==> src/rtl/seg_pkg.sv <==
package seg_pkg;
  localparam int DESC_W = 6;
  localparam int SEG_W  = 7;

  // bit 5 enable, bits 4:1 nibble, bit 0 point
  typedef struct packed {
    logic       en;
    logic [3:0] val;
    logic       dp;
  } digit_desc_t;

  typedef logic [SEG_W-1:0] seg_t;
endpackage

==> src/rtl/refresh_timer.sv <==
module refresh_timer #(
  parameter int TICK_CYCLES = 100000
) (
  input  logic clk_i,
  input  logic rst_ni,
  output logic tick_o
);
  localparam int CNT_W = (TICK_CYCLES > 1) ? $clog2(TICK_CYCLES) : 1;
  localparam logic [CNT_W-1:0] TERM = CNT_W'(TICK_CYCLES - 1);

  logic [CNT_W-1:0] cnt_q;

  assign tick_o = (cnt_q == TERM);

  always_ff @(posedge clk_i or negedge rst_ni) begin
    if (!rst_ni)     cnt_q <= '0;
    else if (tick_o) cnt_q <= '0;
    else             cnt_q <= cnt_q + 1'b1;
  end

  p_cnt_range_r2: assert property (@(posedge clk_i) disable iff (!rst_ni)
    cnt_q <= TERM);

  if (TICK_CYCLES > 1) begin : g_pulse_chk
    p_tick_single_r2: assert property (@(posedge clk_i) disable iff (!rst_ni)
      tick_o |=> !tick_o);
  end
endmodule

==> src/rtl/digit_index.sv <==
module digit_index #(
  parameter int NUM_DIGITS = 8,
  localparam int IDX_W = (NUM_DIGITS > 1) ? $clog2(NUM_DIGITS) : 1
) (
  input  logic             clk_i,
  input  logic             rst_ni,
  input  logic             tick_i,
  output logic [IDX_W-1:0] idx_o
);
  localparam logic [IDX_W-1:0] LAST = IDX_W'(NUM_DIGITS - 1);

  always_ff @(posedge clk_i or negedge rst_ni) begin
    if (!rst_ni)      idx_o <= '0;
    else if (tick_i)  idx_o <= (idx_o == LAST) ? '0 : idx_o + 1'b1;
  end

  p_idx_step_r3: assert property (@(posedge clk_i) disable iff (!rst_ni)
    tick_i |=> (idx_o == (($past(idx_o) == LAST) ? '0 : $past(idx_o) + 1'b1)));

  p_idx_hold_r3: assert property (@(posedge clk_i) disable iff (!rst_ni)
    !tick_i |=> $stable(idx_o));
endmodule

==> src/rtl/an_decoder.sv <==
module an_decoder #(
  parameter int NUM_DIGITS = 8,
  localparam int IDX_W = (NUM_DIGITS > 1) ? $clog2(NUM_DIGITS) : 1
) (
  input  logic [IDX_W-1:0]      idx_i,
  input  logic                  en_i,
  output logic [NUM_DIGITS-1:0] an_o
);
  for (genvar k = 0; k < NUM_DIGITS; k++) begin : g_an
    assign an_o[k] = !(en_i && (idx_i == IDX_W'(k)));
  end
endmodule

==> src/rtl/seg_decoder.sv <==
module seg_decoder
  import seg_pkg::*;
(
  input  logic [3:0] val_i,
  output seg_t       seg_n_o
);
  seg_t lit;

  // active-high, bit order g..a
  always_comb begin
    unique case (val_i)
      4'h0: lit = 7'h3F;
      4'h1: lit = 7'h06;
      4'h2: lit = 7'h5B;
      4'h3: lit = 7'h4F;
      4'h4: lit = 7'h66;
      4'h5: lit = 7'h6D;
      4'h6: lit = 7'h7D;
      4'h7: lit = 7'h07;
      4'h8: lit = 7'h7F;
      4'h9: lit = 7'h6F;
      4'hA: lit = 7'h77;
      4'hB: lit = 7'h7C;
      4'hC: lit = 7'h39;
      4'hD: lit = 7'h5E;
      4'hE: lit = 7'h79;
      default: lit = 7'h71;
    endcase
  end

  assign seg_n_o = ~lit;
endmodule

==> src/rtl/seg_mux_driver.sv <==
module seg_mux_driver
  import seg_pkg::*;
#(
  parameter int NUM_DIGITS  = 8,
  parameter int TICK_CYCLES = 100000
) (
  input  logic                         clk_i,
  input  logic                         rst_ni,
  input  logic [NUM_DIGITS*DESC_W-1:0] digits_i,
  output logic [NUM_DIGITS-1:0]        an_o,
  output logic [SEG_W-1:0]             seg_o,
  output logic                         dp_o
);
  localparam int IDX_W = (NUM_DIGITS > 1) ? $clog2(NUM_DIGITS) : 1;

  logic             tick;
  logic [IDX_W-1:0] idx;
  digit_desc_t      desc [NUM_DIGITS];
  digit_desc_t      sel;
  seg_t             seg_n;

  for (genvar k = 0; k < NUM_DIGITS; k++) begin : g_desc
    assign desc[k] = digits_i[k*DESC_W +: DESC_W];
  end

  refresh_timer #(.TICK_CYCLES(TICK_CYCLES)) u_timer (
    .clk_i (clk_i),
    .rst_ni(rst_ni),
    .tick_o(tick)
  );

  digit_index #(.NUM_DIGITS(NUM_DIGITS)) u_index (
    .clk_i (clk_i),
    .rst_ni(rst_ni),
    .tick_i(tick),
    .idx_o (idx)
  );

  assign sel = desc[idx];

  an_decoder #(.NUM_DIGITS(NUM_DIGITS)) u_an (
    .idx_i(idx),
    .en_i (sel.en),
    .an_o (an_o)
  );

  seg_decoder u_seg (
    .val_i  (sel.val),
    .seg_n_o(seg_n)
  );

  assign seg_o = sel.en ? seg_n : '1;
  assign dp_o  = !(sel.en && sel.dp);

  p_one_anode_r4: assert property (@(posedge clk_i) disable iff (!rst_ni)
    $onehot0(~an_o));

  p_blank_r5: assert property (@(posedge clk_i) disable iff (!rst_ni)
    !sel.en |-> (&an_o && &seg_o && dp_o));
endmodule

==> config.mk <==
export PLATFORM = sky130hd
export DESIGN_NAME = seg_mux_driver
export DESIGN_NICKNAME = d
export VERILOG_FILES = /design/src/rtl/seg_pkg.sv /design/src/rtl/refresh_timer.sv /design/src/rtl/digit_index.sv /design/src/rtl/an_decoder.sv /design/src/rtl/seg_decoder.sv /design/src/rtl/seg_mux_driver.sv
export SDC_FILE = /design/constraint.sdc
export NUM_CORES = 1
export LEC_CHECK = 0
export BUFFER_PORTS_ARGS = -buffer_cell sky130_fd_sc_hd__buf_2
export CORE_MARGIN = 3
export CORE_UTILIZATION = 40
export CTS_CLUSTER_SIZE = 20
export DETAILED_ROUTE_END_ITERATION = 7
export PLACE_DENSITY = 0.67
export SLEW_MARGIN = 20
export SYNTH_ARGS = -nofsm -noshare
export SYNTH_HDL_FRONTEND = slang
export SYNTH_SLANG_ARGS = --single-unit
==> constraint.sdc <==
create_clock -name clk_i -period 3.34 [get_ports clk_i]
set_input_delay 0.501 -clock clk_i [delete_from_list [all_inputs] [get_ports clk_i]]
set_output_delay 0.501 -clock clk_i [all_outputs]
set_load 0.005 [all_outputs]
# After elaboration in Yosys (flattened, before gate mapping)
# Memories as Yosys holds them, arrays and structs flattened.
# Index checks and enable logic that the tools add are counted.
word_totals:
  regBits: 20
  rom_bits: 112
  in_bits: 50
  output_inout_bits: 16
  wordCells: 41
  n_memories: 1
memory_table:
  columns: ["name", "depth", "width", "read_ports", "rd_ports_with_merged_regs", "write_ports", "line", "text"]
  rows:
  - ["(name not given)", 16, 7, 1, 0, 0, "seg_decoder.sv:11", "unique case (val_i)"]
op_classes:
  add_sub_neg: 2
  order_cmp: 1
  n_eq_ne: 8
  n_mux: 6
  bitwise_logic: 2
  reduce_logical: 19
op_table:
  columns: ["operator", "count"]
  rows:
  - ["$bmux 6 s3", 1]
  - ["$add 17x1->17 const B", 1]
  - ["$eq 17x17->1 const B", 1]
  - ["$mux 17", 1]
  - ["$eq 3x3->1 const B", 4]
  - ["$mux 6", 2]
  - ["$logic_and 1x1->1", 9]
  - ["$logic_not 1->1", 9]
  - ["$mux 7", 1]
  - ["$not 7->7", 1]
  - ["$eq 3x2->1 const B", 2]
  - ["$ge 4x4->1 const B", 1]
  - ["$not 3->4", 1]
  - ["$add 3x1->3 const B", 1]
  - ["$eq 3x1->1 const B", 1]
  - ["$logic_not 3->1", 1]
  - ["$mux 3", 1]

# Depth between registers and ports, before layout
# An unclocked memory read counts as a cell.
depth:
  word_depth: 7
  mapped_depth: 10

# Cells and area by module
# A second synthesis with hierarchy kept.
unflattened:
  cells_unflattened: 154
  area_unflattened_um2: 1732.9
modules_own_cells:
  columns: ["mod", "instances", "cells_each", "area_each_um2", "seq_area_each_um2"]
  rows:
  - ["refresh_timer", 1, 74, 793.3, 425.4]
  - ["seg_mux_driver", 1, 30, 467.9, 0.0]
  - ["seg_decoder", 1, 31, 252.7, 0.0]
  - ["digit_index", 1, 11, 142.6, 75.1]
  - ["an_decoder", 1, 8, 76.3, 0.0]

# Worst setup path after synthesis
# Ideal clock, no wire load.
synth_timing:
  path_type: "register to output"
  start: "reg u_index.idx_o[0]"
  end: "out seg_o[3]"
  arrival_time_ns: 2.157
  required_ns: 2.839
  slack_ns: 0.682
  path_stages_with_launch: 10
  path_buffers: 2
  cell_sequence: "dfrtp_1 > buf_6 > buf_12 > mux4_2 > mux2_4 > inv_1 > ha_1 > a21boi_0 > a2111oi_0 > a31oi_1"
synth_between:
  elab_chain_cells: 7
synth_rtl:
  columns: ["item", "line", "text"]
  rows:
  - ["start, declared", "digit_index.sv:8", "output logic [IDX_W-1:0] idx_o"]
  - ["start signal, assigned", "digit_index.sv:14", "else if (tick_i) idx_o <= (idx_o == LAST) ? '0 : idx_o + 1'b1;"]
  - ["$not 3->4 (not written as such) *", "seg_mux_driver.sv:39", "assign sel = desc[idx];"]
  - ["$bmux 6 s3 *", "seg_mux_driver.sv:39", null]
  - ["$mux 6 (not written as such) * (2 in series)", "seg_mux_driver.sv:39", null]
  - ["$mem_v2 16x7", null, null]
  - ["$not 7->7", "seg_decoder.sv:31", "assign seg_n_o = ~lit;"]
  - ["$mux 7 *", "seg_mux_driver.sv:52", "assign seg_o = sel.en ? seg_n : '1;"]
  - ["end, declared", "seg_mux_driver.sv:11", "output logic [SEG_W-1:0] seg_o,"]
# Every way passes the cells marked *; elsewhere a longest branch is shown, timed or not. The select of a mux whose other input is x is not followed.

# Worst setup path after layout
layout_timing:
  start: "reg u_index.idx_o[2]"
  end: "out seg_o[3]"
# The elaborated chain is that of the path after synthesis.

==> run_results.csv <==
group,metric,value,unit
pwr,finalPower,575.6,uW
logic_synthesis,postSynth.asyncResetShare,100.0,%
floorplanning,die_h,72.63,um
setup_path,crit_type,"register to output port",
logic_synthesis,synth_area_leaders,"dfrtp_1, mux4_2, ha_1",
sta,fin_tns_setup,0,ps
global_route,grt-ovfl-total,0,
final_layout,final_cell_mix,"buf_2, nand2_1, dfrtp_1",
sta,finalHoldViolations,0,
floorplanning,fp-row-count,23,
setup_path,path_buf_inv,2,
flow_run,maxCapViolations,0,
pwr,p_per_area,262.9,nW/um^2
setup_path,required,2840,ps
clocking,ctsHoldBuffers,0,
sta,finalCriticalPeriod,3135,ps
sta,worst_slew_pin_slew,509.6,ps
final_layout,utilization,52.84,%
clocking,ctsResizeCount,0,
floorplanning,coreArea,4144,sq um
hold_path,hold_class,"primary input to asynchronous set/reset pin",
logic_synthesis,syn_nets,246,
logic_synthesis,ys_seq_area_share,28.19,%
setup_path,path_cells,"mux4_2 > mux2_4 > inv_1 > ha_1 > a21boi_0 > a2111oi_0 > a31oi_1 > buf_2",
global_route,grt_pass1_vias,1445,
global_route,antenna_found_initial,0,
floorplanning,initial_core_util,42.84,%
sta,rsz0062_at_grt,"no",
setup_path,critPathArrivalTime,2630,ps
route,dr.pass1.iters,4,
sta,fmax,0.3190,GHz
setup_path,cp-start-kind,"register",
clocking,clk_pin_slew_worst_paths,80,ps
route,avgViaCountPerCell,5.212,
route,drt_wl_total,4.130,mm
sta,report.final.setup_viol,0,
outcome,status,"complete, no violations",
sta,slew_headroom,66.03,%
route,wl_per_cell,13.91,um
clocking,root_buffer,"clkbuf_8",
sta,period_share,93.85,%
placement,placement.cell_area,2118,sq um
setup_path,cp-end-kind,"output port",
sta,skew,5.147,ps
floorplanning,dieArea,5274,sq um
pwr,p_leak,0.9936,nW
setup_path,critPathSlowestCell,"dfrtp_1",
route,drc_errors,0,
clocking,cts_tree,"done",
clocking,postCtsSetupBuffers,0,
route,drtAntennaViolNets,0,
setup_path,max_stage_delay,670,ps
floorplanning,die_w,72.63,um
logic_synthesis,synth-seq-cells,20,
setup_path,path_max_fanout,15,
setup_path,cp_top_family,"multiplexers",
final_layout,fin_nets,311,
clocking,cts_max_level,1,
clocking,clk_path_buf_depth,2,
logic_synthesis,synth_flop_cell,"dfrtp_1",
logic_synthesis,yosysTopAreaCell,"dfrtp_1",
logic_synthesis,yosysTopAreaCellShare,28.19,%
global_route,grt_pass1_wl,6.520,mm
logic_synthesis,mappedNetlistArea,1775,sq um
logic_synthesis,ys_warn_count,0,
route,vias,1548,
sta,drv_slew,0,
placement,portBuffers,65,
final_layout,final_cell_area,2190,sq um
clocking,numCtsBuffers,3,
logic_synthesis,synth_edf_count,0,
logic_synthesis,yosysUniqueCellTypes,46,
placement,hpwl,3.329,mm
logic_synthesis,syn_area_per_cell,9.702,sq um
global_route,grtUsageTotal,15.37,%
global_route,grt_max_degree,21,
floorplanning,io-pin-count,66,
placement,gp_congestion,0.8301,
route,drt_iter0_drc,87,
clocking,worstSkewPairLatency,260,ps
pwr,ir_drop,197.3,uV
final_layout,drive_gt1_share,37.25,%
final_layout,layout_commonest_cell,"buf_2",
final_layout,fill_cells,382,
clocking,clock_sink_count,20,
final_layout,syn_to_final_growth,23.33,%
logic_synthesis,synth_cells,183,
final_layout,antennaDiodeCount,0,
==> area by class of cell <==
cell class              count  area, sq um  share of cell area [%]
clock buffers               3        41.29                   1.886
multi-input cells         144         1166                   53.26
inverters                  11        41.29                   1.886
clock inverters             1        30.03                   1.371
repair buffers             68        347.8                   15.89
flip-flops and latches     20        500.5                   22.86
well taps                  50        62.56                   2.857
==> per-layer routing <==
metal | wire length [um] | track usage (%) | vias to the layer above
met4 | 14 | 4.918 | 0
li1 | - | - | 780
met2 | 1891 | 25.35 | 58
met3 | 412 | 3.444 | 2
met5 | 0 | 0 | -
met1 | 1811 | 20.00 | 708
==> final timing paths <==
check	from	end	slack (ps)	cells past startpoint
min in group clk_i	u_timer.cnt_q[0]	u_timer.cnt_q[0]	480	1
max in group asynchronous	rst_ni	u_timer.cnt_q[12]	2870	1
max	u_index.idx_o[2]	seg_o[3]	210	8
max reg2reg	u_timer.cnt_q[0]	u_timer.cnt_q[15]	1140	6
min reg2reg	u_timer.cnt_q[0]	u_timer.cnt_q[0]	480	1
min	rst_ni	u_timer.cnt_q[7]	170	1
==> worst reg2reg max path: stages (launching register included) <==
cell	delay, ps
dfrtp_1	390
ha_1	250
nand2_1	110
or4b_4	540
nor4_4	490
a311oi_1	100
a41o_1	220
==> through the flow <==
stage | hold slack, ps | instances | setup WS, ps
2_1_floorplan | 205.4 | 183 | 682.3
3_3_place_gp | 470.5 | 293 | 546.6
3_5_place_dp | 473.7 | 293 | 522.9
4_1_cts | 186.2 | 297 | 222.2
5_1_grt | 201.5 | 297 | 21.62
6_report | 170.9 | 297 | 205.5
==> cell families (layout without fill, tap and decap cells) <==
logic type,after synthesis,after routing,share of synthesized area [%]
and+or+nand+nor,71,71,19.80
adders and majority gates,13,13,9.162
xor gates and xnor gates,14,14,6.906
AOI/OAI and AO/OA,24,24,9.655
buffers and inverters,19,83,6.131
muxes,22,22,20.15
DFF,20,20,28.19
==> power breakdown <==
group / leakage (nW) / total (mW) / switching (mW) / internal [mW]
clock: 0.0357 / 0.241 / 0.0809 / 0.160
sequential: 0.265 / 0.242 / 0 / 0.242
combinational: 0.693 / 0.0928 / 0.0435 / 0.0493
total: 0.994 / 0.576 / 0.124 / 0.451
==> state kept, by name, indices dropped and copies added (netlist names) <==
name and count:
u_timer.cnt_q 17, u_index.idx_o 3
==> synth_stat cells (2+ instances only) <==
library cell and count:
clkinv_1 2, nand3_1 7, o21ai_1 5, o221ai_1 4, nand4_1 3, nor2b_1 2, mux4_2 9, xnor2_1 10
or3_1 2, a21oi_1 4, mux2_2 4, nor3_1 5, clkbuf_1 2, buf_2 2, buf_6 2, mux2i_1 5
nand2_1 25, xor2_1 4, dfrtp_1 20, inv_1 9, mux2_1 2, ha_1 13, nor2_1 19
Note: power is estimated with default switching activity, not from simulation.
